## config.mk

```make
export PLATFORM = sky130hd
export DESIGN_NAME = ostm_timer
export DESIGN_NICKNAME = d
export VERILOG_FILES = /design/src/rtl/ostm_pkg.sv /design/src/rtl/ostm_counter.sv /design/src/rtl/ostm_match.sv /design/src/rtl/ostm_regs.sv /design/src/rtl/ostm_timer.sv
export SDC_FILE = /design/constraint.sdc
export NUM_CORES = 1
export LEC_CHECK = 0
export BUFFER_PORTS_ARGS = -buffer_cell sky130_fd_sc_hd__buf_2
export CAP_MARGIN = 20
export CORE_MARGIN = 5
export CORE_UTILIZATION = 43
export CTS_CLUSTER_SIZE = 28
export DETAILED_ROUTE_END_ITERATION = 10
export PLACE_DENSITY = 0.65
export REMOVE_ABC_BUFFERS = 1
export SLEW_MARGIN = 20
export SYNTH_ARGS = -nofsm -noshare
export SYNTH_HDL_FRONTEND = slang
export SYNTH_SLANG_ARGS = --single-unit
```

## constraint.sdc

```tcl
create_clock -name clk -period 4 [get_ports clk]
set_input_delay 0.6 -clock clk [delete_from_list [all_inputs] [get_ports clk]]
set_output_delay 0.6 -clock clk [all_outputs]
set_load 0.02 [all_outputs]
```

## src/rtl/ostm_pkg.sv

```systemverilog
package ostm_pkg;
  localparam int unsigned OFS_MATCH    = 'h00;
  localparam int unsigned MATCH_STRIDE = 4;
  localparam int unsigned OFS_COUNT    = 'h10;
  localparam int unsigned OFS_STATUS   = 'h14;
  localparam int unsigned OFS_WDOG     = 'h18;
  localparam int unsigned OFS_IEN      = 'h1C;
endpackage

```

## src/rtl/ostm_counter.sv

```systemverilog
module ostm_counter #(
  parameter int W = 32
) (
  input  logic         clk,
  input  logic         rst,
  input  logic         tick,
  input  logic         load,
  input  logic [W-1:0] load_val,
  output logic [W-1:0] cnt_q,
  output logic [W-1:0] cnt_nxt,
  output logic         upd
);
  // a load outranks a tick in the same cycle
  assign upd     = load | tick;
  assign cnt_nxt = load ? load_val : cnt_q + W'(1);

  always_ff @(posedge clk) begin
    if (rst)      cnt_q <= '0;
    else if (upd) cnt_q <= cnt_nxt;
  end

  assert_count_step_R2: assert property (@(posedge clk) disable iff (rst)
    (tick && !load) |=> cnt_q == $past(cnt_q) + W'(1));
  assert_count_hold_R2: assert property (@(posedge clk) disable iff (rst)
    (!tick && !load) |=> $stable(cnt_q));
  assert_count_load_R3: assert property (@(posedge clk) disable iff (rst)
    load |=> cnt_q == $past(load_val));
endmodule

```

## src/rtl/ostm_match.sv

```systemverilog
module ostm_match #(
  parameter int W = 32
) (
  input  logic         clk,
  input  logic         rst,
  input  logic         wr,
  input  logic [W-1:0] wdata,
  input  logic         upd,
  input  logic [W-1:0] cnt_nxt,
  output logic [W-1:0] match_q,
  output logic         hit_q
);
  // compare the value the counter is about to take, so the hit is
  // registered on the same edge the counter changes
  always_ff @(posedge clk) begin
    if (rst) begin
      match_q <= '0;
      hit_q   <= 1'b0;
    end else begin
      if (wr) match_q <= wdata;
      hit_q <= upd && (cnt_nxt == match_q);
    end
  end

  assert_hit_on_update_R4: assert property (@(posedge clk) disable iff (rst)
    hit_q |-> $past(upd));
endmodule

```

## src/rtl/ostm_regs.sv

```systemverilog
module ostm_regs
  import ostm_pkg::*;
#(
  parameter int DW      = 32,
  parameter int NCH     = 4,
  parameter int IEN_W   = 12,
  parameter int AW      = 8,
  parameter int WDOG_CH = NCH - 1
) (
  input  logic                    clk,
  input  logic                    rst,
  input  logic                    reg_wr,
  input  logic                    reg_rd,
  input  logic [AW-1:0]           reg_addr,
  input  logic [DW-1:0]           reg_wdata,
  input  logic [NCH-1:0]          hit,
  input  logic [NCH-1:0][DW-1:0]  match_vals,
  input  logic [DW-1:0]           cnt,
  output logic [NCH-1:0]          irq,
  output logic                    sys_reset_req,
  output logic [DW-1:0]           reg_rdata,
  output logic                    reg_err
);
  logic [NCH-1:0]   status_q;
  logic [IEN_W-1:0] ien_q;
  logic             wden_q;
  logic             req_q;
  logic [NCH-1:0]   set_v, clr_v;
  logic             wr_stat, wr_ien, wr_wd, fire;
  logic [DW-1:0]    rd_val;
  logic             rd_bad;
  logic             unused_wdata;

  assign unused_wdata = ^reg_wdata;

  assign wr_stat = reg_wr && (reg_addr == AW'(OFS_STATUS));
  assign wr_ien  = reg_wr && (reg_addr == AW'(OFS_IEN));
  assign wr_wd   = reg_wr && (reg_addr == AW'(OFS_WDOG));

  assign set_v = hit & ien_q[NCH-1:0];
  assign clr_v = wr_stat ? (reg_wdata[NCH-1:0] & status_q) : '0;
  assign fire  = hit[WDOG_CH] & wden_q;

  always_ff @(posedge clk) begin
    if (rst) begin
      status_q <= '0;
      ien_q    <= '0;
      wden_q   <= 1'b0;
      req_q    <= 1'b0;
    end else begin
      status_q <= (status_q & ~clr_v) | set_v;
      if (wr_ien) ien_q <= reg_wdata[IEN_W-1:0];
      if (fire)       wden_q <= 1'b0;
      else if (wr_wd) wden_q <= reg_wdata[0];
      req_q <= fire;
    end
  end

  assign irq           = status_q;
  assign sys_reset_req = req_q;

  always_comb begin
    rd_val = '0;
    rd_bad = 1'b1;
    for (int i = 0; i < NCH; i++) begin
      if (reg_addr == AW'(OFS_MATCH + MATCH_STRIDE * i)) begin
        rd_val = match_vals[i];
        rd_bad = 1'b0;
      end
    end
    if (reg_addr == AW'(OFS_COUNT)) begin
      rd_val = cnt;
      rd_bad = 1'b0;
    end
    if (reg_addr == AW'(OFS_STATUS)) begin
      rd_val = DW'(status_q);
      rd_bad = 1'b0;
    end
    if (reg_addr == AW'(OFS_WDOG)) begin
      rd_val = DW'(wden_q);
      rd_bad = 1'b0;
    end
    if (reg_addr == AW'(OFS_IEN)) begin
      rd_val = DW'(ien_q);
      rd_bad = 1'b0;
    end
  end

  always_ff @(posedge clk) begin
    if (rst) begin
      reg_rdata <= '0;
      reg_err   <= 1'b0;
    end else begin
      reg_rdata <= reg_rd ? (rd_bad ? '0 : rd_val) : '0;
      reg_err   <= reg_rd && rd_bad;
    end
  end

  assert_irq_needs_enable_R4: assert property (@(posedge clk) disable iff (rst)
    ((irq & ~$past(irq)) & ~$past(ien_q[NCH-1:0])) == '0);
  assert_clear_only_written_R6: assert property (@(posedge clk) disable iff (rst)
    (($past(irq) & ~irq) & ~($past(wr_stat) ? $past(reg_wdata[NCH-1:0]) : '0)) == '0);
  assert_ien_keeps_low_R7: assert property (@(posedge clk) disable iff (rst)
    wr_ien |=> ien_q == $past(reg_wdata[IEN_W-1:0]));
  assert_wdog_oneshot_R8: assert property (@(posedge clk) disable iff (rst)
    sys_reset_req |-> (!wden_q && $past(wden_q)));
  assert_wdog_fires_R8: assert property (@(posedge clk) disable iff (rst)
    (hit[WDOG_CH] && wden_q) |=> sys_reset_req);
  assert_err_pulse_R9: assert property (@(posedge clk) disable iff (rst)
    reg_err |-> ($past(reg_rd) && reg_rdata == '0));
endmodule

```

## src/rtl/ostm_timer.sv

```systemverilog
module ostm_timer
  import ostm_pkg::*;
#(
  parameter int DW      = 32,
  parameter int NCH     = 4,
  parameter int IEN_W   = 12,
  parameter int AW      = 8,
  parameter int WDOG_CH = NCH - 1
) (
  input  logic           clk,
  input  logic           rst,
  input  logic           tick,
  input  logic           reg_wr,
  input  logic           reg_rd,
  input  logic [AW-1:0]  reg_addr,
  input  logic [DW-1:0]  reg_wdata,
  output logic [DW-1:0]  reg_rdata,
  output logic           reg_err,
  output logic [NCH-1:0] irq,
  output logic           sys_reset_req
);
  logic [DW-1:0]           cnt_q, cnt_nxt;
  logic                    upd, load;
  logic [NCH-1:0]          hit, m_wr;
  logic [NCH-1:0][DW-1:0]  match_vals;

  assign load = reg_wr && (reg_addr == AW'(OFS_COUNT));

  ostm_counter #(.W(DW)) u_cnt (
    .clk(clk), .rst(rst), .tick(tick), .load(load), .load_val(reg_wdata),
    .cnt_q(cnt_q), .cnt_nxt(cnt_nxt), .upd(upd)
  );

  for (genvar g = 0; g < NCH; g++) begin : g_ch
    assign m_wr[g] = reg_wr && (reg_addr == AW'(OFS_MATCH + MATCH_STRIDE * g));
    ostm_match #(.W(DW)) u_match (
      .clk(clk), .rst(rst), .wr(m_wr[g]), .wdata(reg_wdata),
      .upd(upd), .cnt_nxt(cnt_nxt),
      .match_q(match_vals[g]), .hit_q(hit[g])
    );
  end

  ostm_regs #(
    .DW(DW), .NCH(NCH), .IEN_W(IEN_W), .AW(AW), .WDOG_CH(WDOG_CH)
  ) u_regs (
    .clk(clk), .rst(rst), .reg_wr(reg_wr), .reg_rd(reg_rd),
    .reg_addr(reg_addr), .reg_wdata(reg_wdata), .hit(hit),
    .match_vals(match_vals), .cnt(cnt_q), .irq(irq),
    .sys_reset_req(sys_reset_req), .reg_rdata(reg_rdata), .reg_err(reg_err)
  );
endmodule

```

After elaboration in Yosys (flattened, before gate mapping)
Index checks and enable logic that the tools add are counted.
{ "word_totals": {"output_inout_bits": 38, "word_cells": 71, "input_bits": 45, "regBits": 215} }
{ "classes": {"bitwise": 8, "muxes": 18, "addsub": 1, "n_eq_ne": 11, "reduce_logical": 17} }
{ "op_table": {"columns": ["cell", "n"], "rows": [
  ["two-way mux 32 bit", 6],
  ["equality test 32 bit", 4],
  ["two-way mux 12 bit", 3],
  ["adder 32 x 1 -> 32 bit (second input constant)", 1],
  ["equality test 8 x 5 -> 1 bit (second input constant)", 4],
  ["equality test 8 x 4 -> 1 bit (second input constant)", 2],
  ["logical AND 1 bit", 13],
  ["bitwise AND 4 bit", 3],
  ["equality test 8 x 3 -> 1 bit (second input constant)", 1],
  ["zero test 8 bit", 1],
  ["two-way mux 1 bit", 8],
  ["OR reduction 6 bit", 1],
  ["two-way mux 4 bit", 1],
  ["NOT 4 bit", 1],
  ["bitwise OR 4 bit", 1],
  ["OR reduction 3 bit", 1],
  ["OR reduction 2 bit", 1],
  ["bitwise AND 1 bit", 1],
  ["NOT 1 bit", 1],
  ["bitwise OR 1 bit", 1]
]} }

Logic depth before layout (Yosys ltp)
Gate-level depths: netlist of the first run.
{ "logic_depth": {"depth_word": 10, "depth_mapped": 13} }

Cells and area by module
A second synthesis of the first run with hierarchy kept.
{ "hier_totals": {"cells_unflattened": 1206, "area_unflattened_um2": 11441.0} }
{ "modules_own_cells": {"columns": ["module", "seq_area_each_um2", "cells_each", "area_per_inst_um2", "n_inst"], "rows": [
  ["ostm_match", 660.6, 149, 1502.7, 4],
  ["ostm_regs", 1021.0, 287, 2880.3, 1],
  ["ostm_counter", 640.6, 313, 2481.1, 1],
  ["ostm_timer", 0.0, 10, 68.8, 1]
]} }

Least setup slack after synthesis of the first run
OpenSTA, ideal clock, no wires.
{ "synth_timing": {"path_kind": "input to register", "from": "input reg_addr[2]", "to": "register g_ch[0].u_match.hit_q", "path_slack_ns": 0.559, "setup_time_ns": 0.103, "arrival_ns": 3.337, "required_ns": 3.897, "cell_stages": 10, "path_cell_list": "buf_2 -> or4_4 -> buf_6 -> nor3_4 -> o31ai_4 -> xnor2_1 -> nor3_1 -> o21ai_0 -> or4b_2 -> a2111oi_2"} }
{ "synth_via": {"elab_chain_len": 5} }
{ "synth_lines": {"columns": ["element", "line", "source"], "rows": [
  ["start, declared", "ostm_timer.sv:15", "input logic [AW-1:0] reg_addr,"],
  ["equality test 8 x 5 -> 1 bit *", "ostm_timer.sv:27", "assign load = reg_wr && (reg_addr == AW'(OFS_COUNT));"],
  ["logical AND 1 bit *", "ostm_timer.sv:27", null],
  ["two-way mux 32 bit", "ostm_counter.sv:15", "assign cnt_nxt = load ? load_val : cnt_q + W'(1);"],
  ["equality test 32 bit", "ostm_match.sv:21", "hit_q <= upd && (cnt_nxt == match_q);"],
  ["logical AND 1 bit *", "ostm_match.sv:21", null],
  ["end signal, assigned", "ostm_match.sv:21", null],
  ["end, declared", "ostm_match.sv:11", "output logic hit_q"]
]} }
Every way passes the cells marked *; elsewhere a longest branch is shown, timed or not.
A chain may end at the register's enable or synchronous reset.

Worst setup path in the final report of the first run
{ "layout_timing": {"from": "register u_cnt.cnt_q[0]", "to": "register g_ch[0].u_match.hit_q"} }
{ "layout_via": {"elab_chain_len": 4} }
{ "layout_lines": {"columns": ["element", "line", "source"], "rows": [
  ["start, declared", "ostm_counter.sv:9", "output logic [W-1:0] cnt_q,"],
  ["start signal, assigned", "ostm_counter.sv:19", "else if (upd) cnt_q <= cnt_nxt;"],
  ["adder 32 x 1 -> 32 bit", "ostm_counter.sv:15", null],
  ["two-way mux 32 bit", "ostm_counter.sv:15", null],
  ["equality test 32 bit", "ostm_match.sv:21", null],
  ["logical AND 1 bit", "ostm_match.sv:21", null]
]} }
No other way between the ends.

==> flow_summary_export.csv, run 1 <==
group,metric,value,unit
layout,final_util,50.0,%
floorplanning,die_h,181,um
timing,rsz0062_at_grt,"no",
timing,fmax,0.274,GHz
global_routing,first_global_vias,12200,
placed_design,hpwl,43900,um
clocking,cts_buffer_depth,3,
synth,syn_inst,1648,
routing,num_vias,13100,
clocking,post_cts_buffers,0,
synth,seq_area_frac_synth,34.3,%
timing,hold_violations,0,
worst_hold_path,whs_endpoint,"u_regs.reg_err",
routing,drc,0,
floorplanning,io_pins,83,
power,pwr-share-seq,44.9,%
global_routing,overflow,0,
synth,yosysUniqueCellTypes,77,
critical_path,critPathArrivalTime,4070,ps
power,vdd_drop_max,312,uV
worst_hold_path,hp-start,"reg_rd",
power,sw_frac_of_total,25.1,%
placed_design,pre_cts_ws,152,ps
timing,period_needed,3640,ps
timing,finalCritPeriodShare,91.1,%
power,p_total,4.80,mW
critical_path,r2r_slack,360,ps
clocking,cts-root-buf,"clkbuf_16",
global_routing,grt_usage,33.4,%
clocking,cts_tree,"done",
routing,wl,57300,um
timing,worst_slack,356,ps
critical_path,crit_type,"flop to flop",
power,power.switching,1.20,mW
layout,num-nets-final,1747,
routing,ant_nets,0,
critical_path,critical_path.max_fanout,8,
outcome,status,"finished clean",
layout,drive_above_1_share,15.9,%
critical_path,r2r-start,"u_cnt.cnt_q[0]",
power,p_clk_share,48.7,%
timing,setup_viol,0,
timing,skew,24.3,ps
critical_path,cp_slowest_cell,"or4b_2",
synth,synth_area,12500,um2
floorplanning,start_util,43.5,%
routing,drt-initial-drc-count,1602,
timing,slew_headroom,49.0,%
power,p_int,3.59,mW
synth,synth_edf_count,0,
placed_design,io_buffers,82,
clocking,numClockSinks,215,
critical_path,crit_chain,"ha_1, nand4_1, buf_4, nor4_1, buf_4, a21o_1, o22ai_1, a221oi_1, o21ai_0, or4b_2, a2111oi_2",
timing,slew_violations,0,
power,cellLeakagePower,4.94,nW
critical_path,crit_buf_inv,2,
run,maxCapViolations,0,
layout,area_delta_synth_final,14.7,%
clocking,htree_levels,1,
critical_path,critical_path.top_delay_family,"simple AND/OR/NAND/NOR gates",
power,p_comb_share,6.4,%
power,power_density,334,nW/um2
floorplanning,die_area,32700,um2
synth,ys_ff_latch,215,
floorplanning,die_w,181,um
global_routing,grt_first_pass_wirelength,83700,um
critical_path,crit_top_cell,"buf_4",
global_routing,antenna_found_initial,2,
timing,worst_pin_slew,764,ps
critical_path,endpoint_kind,"flop",
clocking,cts.clk_slew.worst_paths,70,ps
critical_path,required,4430,ps
placed_design,gp_congestion,1.04,
global_routing,grt_max_degree,56,
worst_hold_path,worstHoldPathCells,2,
floorplanning,core_area,28800,um2
synth,ys_async_sr_fraction,0,%
synth,ys.flop_type,"dfxtp_1",
routing,routedWlPerCell,27.3,um
layout,diodes,0,
critical_path,critPathLaunchType,"flop",
critical_path,critical-path-max-stage-delay,770,ps
routing,via_per_inst,6.24,
clocking,clock_latency,550,ps
routing,first_pass_iters,6,
clocking,cts_made_buffers,25,
floorplanning,row_count,62,
synth,synth_area_per_cell,7.61,um2
synth,yosys_warnings,0,
critical_path,r2r_cells,11,
worst_hold_path,worstHoldPathType,"primary input to flop",
critical_path,r2r_end,"g_ch[0].u_match.hit_q",
-- cells in the final DEF, fill, tap and decap left out, types with 34 or more instances in the layout --
| cell | count |
|---|---|
| inv_1 | 36 |
| buf_2 | 81 |
| dfxtp_1 | 215 |
| o21ai_0 | 38 |
| a21oi_1 | 204 |
| nor2_1 | 71 |
| xnor2_1 | 92 |
| nand3_1 | 34 |
| xor2_1 | 57 |
| nor4_1 | 34 |
| a22oi_1 | 62 |
| buf_4 | 90 |
| nand2_1 | 343 |
-- what timing repair did --
item | CTS | global route
setup endpoints to repair | 0 | 1
gates resized for setup | 0 | 2
hold buffers | 0 | 0
-- registers in the layout, summed over array words and instances (netlist names) --
signal and flops:
u_cnt.cnt_q 32, g_ch.u_match.match_q 128, u_regs.irq 4, u_regs.wden_q 1
u_regs.reg_rdata 32, u_regs.reg_err 1, u_regs.sys_reset_req 1, u_regs.ien_q 12
g_ch.u_match.hit_q 4
-- cells in the mapped netlist (all sizes together), types with 9 or more instances --
cell | n | area share [%]
nand2 | 343 | 10
nand3 | 35 | 1.4
o31a | 9 | 0.63
clkbuf | 120 | 3.6
or3 | 13 | 0.65
mux2 | 32 | 2.9
nor2 | 74 | 2.2
o31ai | 10 | 1.0
nor3 | 18 | 0.81
xnor2 | 92 | 6.4
nand4 | 28 | 1.4
a31oi | 22 | 1.1
a22oi | 62 | 3.7
o21ai | 38 | 1.5
nand2b | 9 | 0.45
o22ai | 11 | 0.55
or4 | 12 | 0.75
dfxtp | 215 | 34
a21oi | 205 | 8.2
nor4 | 38 | 2.1
xor2 | 57 | 4.0
and2 | 12 | 0.60
inv | 36 | 1.1
buf | 28 | 1.2
a211oi | 16 | 0.96
-- power by group through the flow --
stage | registers (mW) | clock network, mW | logic [mW]
2_1_floorplan | 2.20 | 0 | 0.0993
3_3_place_gp | 2.20 | 0 | 0.297
3_5_place_dp | 2.20 | 0 | 0.298
4_1_cts | 2.16 | 2.36 | 0.299
5_1_grt | 2.16 | 2.44 | 0.318
6_report | 2.16 | 2.34 | 0.307
-- cells by family (layout without fill, tap and decap cells) --
group / after synthesis / in the layout / synth area share [%]
buffers and inverters: 185 / 254 / 5.90
xor gates and xnor gates: 150 / 150 / 10.6
AOI/OAI and AO/OA: 440 / 440 / 22.6
adders and majority gates: 1 / 1 / 0.0998
and+or+nand+nor: 617 / 617 / 22.8
muxes: 40 / 40 / 3.61
DFF: 215 / 215 / 34.3
-- layer usage --
metal | GRT usage, % | vias up | part of all wire [%]
met3 | 5.13 | 101 | 8.4
met5 | 0 | - | 0.021
met4 | 8.80 | 2 | 3.1
met1 | 48.6 | 6394 | 45
li1 | - | 5934 | -
met2 | 51.9 | 669 | 44
-- how the worst max path moves through the flow --
stage                                            end  slack [ps]  cells past startpoint       startpoint
after floorplan           g_ch[0].u_match.match_q[0]        -320                      5      reg_addr[2]
after global placement         g_ch[0].u_match.hit_q         200                     10  u_cnt.cnt_q[10]
after detailed placement       g_ch[0].u_match.hit_q         150                      9      reg_addr[5]
after CTS                      g_ch[0].u_match.hit_q         210                     10  u_cnt.cnt_q[10]
after global routing           g_ch[0].u_match.hit_q         150                     10  u_cnt.cnt_q[10]
final                          g_ch[0].u_match.hit_q         360                     11   u_cnt.cnt_q[0]
-- area by class of cell --
| cell class | count | area, um2 |
|---|---|---|
| Fill cell | 2880 | 14400 |
| Multi-Input combinational cell | 1248 | 7520 |
| Sequential cell | 215 | 4300 |
| Timing Repair Buffer | 174 | 1130 |
| Clock buffer | 33 | 706 |
| Tap cell | 384 | 480 |
| Inverter | 37 | 139 |
| Clock inverter | 10 | 104 |
-- metrics by stage --
stage | instances | hold slack, ps | instance area (um2) | setup TNS, ps
final | 2101 | 342 | 14400 | 0
after global routing | 2101 | 345 | 14400 | 0
after CTS | 2101 | 328 | 14400 | 0
after detailed placement | 2058 | 452 | 13600 | 0
after global placement | 2058 | 444 | 13600 | 0
after floorplan | 1500 | 418 | 11900 | -10740
No activity file was read; power rests on OpenSTA's default activity.
==> run 2, diff against run 1 <==
--- a/config.mk
+++ b/config.mk
@@ -7,5 +7,4 @@
 export LEC_CHECK = 0
 export BUFFER_PORTS_ARGS = -buffer_cell sky130_fd_sc_hd__buf_2
-export CAP_MARGIN = 20
 export CORE_MARGIN = 5
 export CORE_UTILIZATION = 43
@@ -13,4 +12,5 @@
 export DETAILED_ROUTE_END_ITERATION = 10
 export PLACE_DENSITY = 0.65
+export RECOVER_POWER = 100
 export REMOVE_ABC_BUFFERS = 1
 export SLEW_MARGIN = 20
==> constraint.sdc (replaced) <==
create_clock -name clk -period 4 [get_ports clk]
set_input_delay 0.6 -clock clk [delete_from_list [all_inputs] [get_ports clk]]
set_output_delay 0.6 -clock clk [all_outputs]
set_load 0.05 [all_outputs]
==> run 2 against run 1 <==
The run now ends with capacitance limit, slew limit left. Sequential cell count stayed put. Largest power group unchanged. Global-route usage unchanged. Worst setup slack lost 230 ps.
==> flow_summary_export.csv, run 2 (same netlist as run 1, synthesis figures left out) <==
group,metric,value,unit
critical_path,r2r-start,"u_cnt.cnt_q[0]",
floorplanning,row_count,62,
timing,worst_pin_slew,2830,ps
layout,final_common_cell,"nand2_1",
routing,num_vias,13100,
timing,period_needed,3870,ps
worst_hold_path,hp-start,"reg_rd",
placed_design,io_buffers,82,
clocking,cts.clk_slew.worst_paths,70,ps
timing,hold_violations,0,
critical_path,endpoint_kind,"flop",
global_routing,grt_usage,33.4,%
timing,skew,22.4,ps
layout,top_regs,"g_ch.u_match.match_q: 128 flops, u_cnt.cnt_q: 32 flops, u_regs.reg_rdata: 32 flops",
floorplanning,die_area,32700,um2
clocking,cts_hold_buf,0,
floorplanning,io_pins,83,
layout,diodes,0,
timing,setup_viol,0,
critical_path,critPathLaunchType,"primary input",
clocking,post_cts_buffers,0,
clocking,numClockSinks,215,
global_routing,grt_max_degree,56,
timing,slew_headroom,-88.6,%
worst_hold_path,worstHoldPathType,"primary input to flop",
routing,ant_nets,0,
outcome,violations,"capacitance limit, slew limit",
floorplanning,die_h,181,um
layout,area_delta_synth_final,14.1,%
routing,first_pass_iters,6,
clocking,cts_resized,0,
clocking,cts_tree,"done",
global_routing,overflow,0,
routing,drt-initial-drc-count,1599,
critical_path,critPathArrivalTime,4300,ps
timing,finalCritPeriodShare,96.8,%
floorplanning,start_util,43.5,%
power,cellLeakagePower,4.75,nW
timing,fmax,0.258,GHz
clocking,htree_levels,1,
run,maxCapViolations,1,
critical_path,critical_path.max_fanout,37,
timing,finalHoldWorstSlack,342,ps
timing,worst_slack,127,ps
timing,slew_violations,46,
power,power_density,336,nW/um2
global_routing,grt_first_pass_wirelength,83700,um
clocking,cts_made_buffers,25,
power,vdd_drop_max,311,uV
clocking,cts-root-buf,"clkbuf_16",
global_routing,antenna_found_initial,3,
placed_design,pre_cts_ws,152,ps
outcome,status,"complete, but fails checks",
clocking,cts_buffer_depth,3,
critical_path,crit_type,"primary input to flop",
floorplanning,core_area,28800,um2
clocking,clock_latency,540,ps
layout,drive_above_1_share,13.2,%
critical_path,crit_start,"reg_addr[2]",
layout,top_register,"g_ch.u_match.match_q",
layout,seqCellArea,4300,um2
layout,layout_common_cells,"nand2_1 (343), dfxtp_1 (215), a21oi_1 (204)",
placed_design,hpwl,43900,um
routing,wl,57300,um
layout,num-nets-final,1747,
layout,multi_input_area,7500,um2
critical_path,required,4430,ps
floorplanning,die_w,181,um
placed_design,gp_congestion,1.04,
layout,nFillCells,2906,
layout,largest_register_ffs,128,
routing,via_per_inst,6.25,
routing,drc,0,
routing,routedWlPerCell,27.3,um
global_routing,first_global_vias,12200,
timing,rsz0062_at_grt,"no",
power,p_total,4.80,mW
==> run 2: cell type report <==
| cell class | instances | share of cell area [%] |
|---|---|---|
| inverters | 37 | 0.971 |
| multi-input cells | 1248 | 52.5 |
| repair buffers | 174 | 7.41 |
| well taps | 384 | 3.36 |
| clock buffers | 33 | 4.94 |
| clock inverters | 10 | 0.726 |
| flip-flops and latches | 215 | 30.1 |
==> run 2: per-stage QoR <==
step	area, um2	util, %	setup TNS [ps]	std cells
floorplan	11900	-	-10740	1500
global placement	13600	47.1	0	2058
detailed placement	13600	47.1	0	2058
CTS	14400	49.9	0	2101
global route	14300	49.7	0	2101
finish	14300	49.7	0	2101
==> run 2: path summary, 6_finish.rpt <==
| path | end | slack, ps | cells after the start |
|---|---|---|---|
| max | g_ch[3].u_match.hit_q | 130 | 9 |
| min reg2reg | u_regs.ien_q[8] | 460 | 2 |
| max reg2reg | g_ch[0].u_match.hit_q | 190 | 11 |
| min | u_regs.reg_err | 340 | 2 |
==> run 2: power breakdown <==
group	switching, mW	leakage [nW]	internal, mW
sequential	0.00801	1.73	2.15
clock	0.973	0.408	1.36
combinational	0.223	2.61	0.0846
total	1.20	4.75	3.59
==> run 2: critical path: stages <==
cell      delay, ps
buf_2           210
or4_4           680
nor3_4          430
clkbuf_2        790
o31ai_1         400
xnor2_1         270
a311oi_1        360
nand4_1         190
nor4_1          350
==> run 2: layer usage <==
layer / vias up / GRT usage (%) / part of all wire, %
met5: - / 0 / 0.045
met4: 4 / 8.80 / 3.1
met3: 98 / 5.13 / 8.7
met2: 645 / 51.9 / 44
met1: 6444 / 48.6 / 45
li1: 5942 / - / -
==> run 3, diff against run 2 <==
ABC_AREA = 1   (was not set)
CORE_ASPECT_RATIO = 0.75   (was not set)
==> run 3 against run 2 <==
The flow still finishes with violations (capacitance limit, slew limit). Largest cell class unchanged. Core utilization fell by 0.53 points. Combinational power increased by 47%. Via count down 4.3%. Clock skew down 9.2 ps. Cell area down 6.5%. Sequential power increased by 2%.
==> flow_summary_export.csv, run 3 <==
group,metric,value,unit
floorplanning,core_area,27200,um2
power,cellLeakagePower,5.29,nW
global_routing,grt_usage,27.6,%
synth,synth.top_cell.area_share,35.9,%
clocking,cts_resized,0,
clocking,htree_levels,1,
floorplanning,die_w,203,um
layout,top_regs,"g_ch.u_match.match_q: 128 flops, u_cnt.cnt_q: 32 flops, u_regs.reg_rdata: 32 flops",
critical_path,r2r-start,"u_cnt.cnt_q[0]",
clocking,post_cts_buffers,0,
clocking,cts_made_buffers,24,
routing,wl,44700,um
routing,ant_nets,0,
layout,drive_above_1_share,8.29,%
floorplanning,row_count,52,
routing,routedWlPerCell,20.1,um
synth,synth_area,12000,um2
synth,yosys_warnings,0,
timing,skew,13.2,ps
timing,period_needed,3330,ps
timing,hold_violations,0,
synth,yosysUniqueCellTypes,44,
worst_hold_path,worstHoldPathCells,3,
power,vdd_drop_max,266,uV
layout,diodes,0,
clocking,cts_hold_buf,0,
floorplanning,die_h,155,um
layout,layout_common_cells,"nand2_1 (374), inv_1 (224), dfxtp_1 (215)",
critical_path,critical_path.max_fanout,42,
global_routing,overflow,0,
routing,drc,0,
timing,finalCritPeriodShare,83.3,%
timing,setup_viol,0,
layout,area_delta_synth_final,11.6,%
synth,seq_area_frac_synth,35.9,%
critical_path,critPathArrivalTime,3760,ps
synth,synth.area.top_cells,"dfxtp_1 (36%), nand2_1 (12%), nand3_1 (7.3%), inv_1 (6.9%), nor2_1 (6.0%)",
floorplanning,die_area,31300,um2
layout,top_register,"g_ch.u_match.match_q",
timing,fin_tns_setup,0,ps
placed_design,gp_congestion,1.02,
floorplanning,start_util,44.1,%
critical_path,setup.worst_path.end,"u_cnt.cnt_q[11]",
critical_path,r2r_cells,13,
worst_hold_path,worstHoldPathType,"primary input to flop",
timing,worst_pin_slew,2000,ps
critical_path,endpoint_kind,"flop",
timing,fmax,0.300,GHz
clocking,clock_latency,540,ps
critical_path,crit_type,"primary input to flop",
outcome,status,"complete, but fails checks",
power,power_density,382,nW/um2
placed_design,hpwl,32300,um
synth,yosys.area.top_type,"dfxtp_1",
run,maxCapViolations,2,
clocking,cts.clk_slew.worst_paths,70,ps
synth,syn_inst,1803,
clocking,cts_buffer_depth,3,
global_routing,grt_first_pass_wirelength,67900,um
synth,ys_async_sr_fraction,0,%
clocking,cts-root-buf,"clkbuf_16",
timing,rsz0062_at_grt,"no",
synth,synth_edf_count,0,
routing,num_vias,12600,
synth,ys_ff_latch,215,
timing,slew_headroom,-33.4,%
floorplanning,io_pins,83,
routing,first_pass_iters,6,
timing,worst_slack,668,ps
timing,finalHoldWorstSlack,308,ps
layout,final_common_cell,"nand2_1",
power,p_total,5.10,mW
global_routing,antenna_found_initial,3,
critical_path,required,4420,ps
placed_design,pre_cts_ws,714,ps
synth,post-synth-top-count-cell,"nand2_1",
timing,slew_violations,62,
synth,ys.flop_type,"dfxtp_1",
outcome,violations,"capacitance limit, slew limit",
synth,netlist_top_cells_count,"nand2_1 (372), inv_1 (220), dfxtp_1 (215)",
clocking,numClockSinks,215,
global_routing,first_global_vias,11400,
layout,num-nets-final,1898,
layout,largest_register_ffs,128,
routing,drt-initial-drc-count,1400,
synth,synth_area_per_cell,6.65,um2
routing,via_per_inst,5.66,
global_routing,grt_max_degree,88,
critical_path,r2r_slack,1110,ps
critical_path,crit_start,"reg_addr[2]",
placed_design,io_buffers,82,
critical_path,r2r_end,"g_ch[3].u_match.hit_q",
critical_path,critPathLaunchType,"primary input",
clocking,cts_tree,"done",
[run 3: cell types whose count changed after synthesis, sizes merged, moves of 38 or more]
cell / previous run / this run
nor2: 74 / 213
a21oi: 205 / 135
o21ai: 38 / 122
a22oi: 62 / 0
a211oi: 16 / 68
xnor2: 92 / 3
nor4: 38 / 0
clkbuf: 120 / 53
nand3: 35 / 184
inv: 36 / 228
nand2: 343 / 399
[run 3: logic make-up after synthesis]
group | count (synthesis) | share of synthesized area [%]
and+or+nand+nor | 838 | 31.0
AOI/OAI and AO/OA | 416 | 21.0
buffers and inverters | 310 | 10.3
DFF | 215 | 35.9
xor gates and xnor gates | 23 | 1.68
adders and majority gates | 1 | 0.104
[run 3: final cells by class]
class / count / area, um2
flip-flops and latches: 215 / 4300
inverters: 230 / 863
clock inverters: 12 / 184
well taps: 351 / 439
repair buffers: 103 / 536
fillers: 2849 / 13800
clock buffers: 32 / 692
multi-input cells: 1278 / 6350
[run 3: worst min-delay path by stage]
stage,start,endpoint,slack (ps)
2_1_floorplan,g_ch[0].u_match.hit_q,u_regs.irq[0],420
3_3_place_gp,u_regs.ien_q[6],u_regs.reg_rdata[6],450
3_5_place_dp,u_regs.ien_q[3],u_regs.irq[3],460
6_report,reg_rd,u_regs.reg_err,310
5_1_grt,reg_rd,u_regs.reg_err,320
4_1_cts,reg_rd,u_regs.reg_err,290
[run 3: power breakdown]
group	switching [mW]	internal [mW]
registers	0.0391	2.17
logic	0.326	0.127
clock network	0.959	1.48
total	1.32	3.77
[run 3: metrics by stage]
step                util, %  cells  instance area, um2
detailed placement     46.6   2177               12700
CTS                    49.8   2221               13500
finish                 49.1   2221               13400
global route           49.1   2221               13400
floorplan                 -   1723               11600
global placement       46.6   2177               12700
[run 3: worst max-delay path: stages]
cell and delay, ps:
clkbuf_1 120, nor2_1 60, nand2_1 160, inv_1 140
nand2_4 210, nor2_1 70, buf_4 290, nor2_1 190
clkbuf_1 1450, nand2_1 160, o211ai_1 190, inv_1 80
[run 3: metal layers]
layer | share of wire (%) | wire length [um] | global-route usage [%] | vias up
li1 | - | - | - | 6121
met1 | 48 | 21600 | 43.4 | 5741
met2 | 39 | 17300 | 37.4 | 638
met3 | 11 | 5010 | 6.87 | 63
met4 | 1.7 | 746 | 5.78 | 4
met5 | 0.051 | 23 | 0 | -
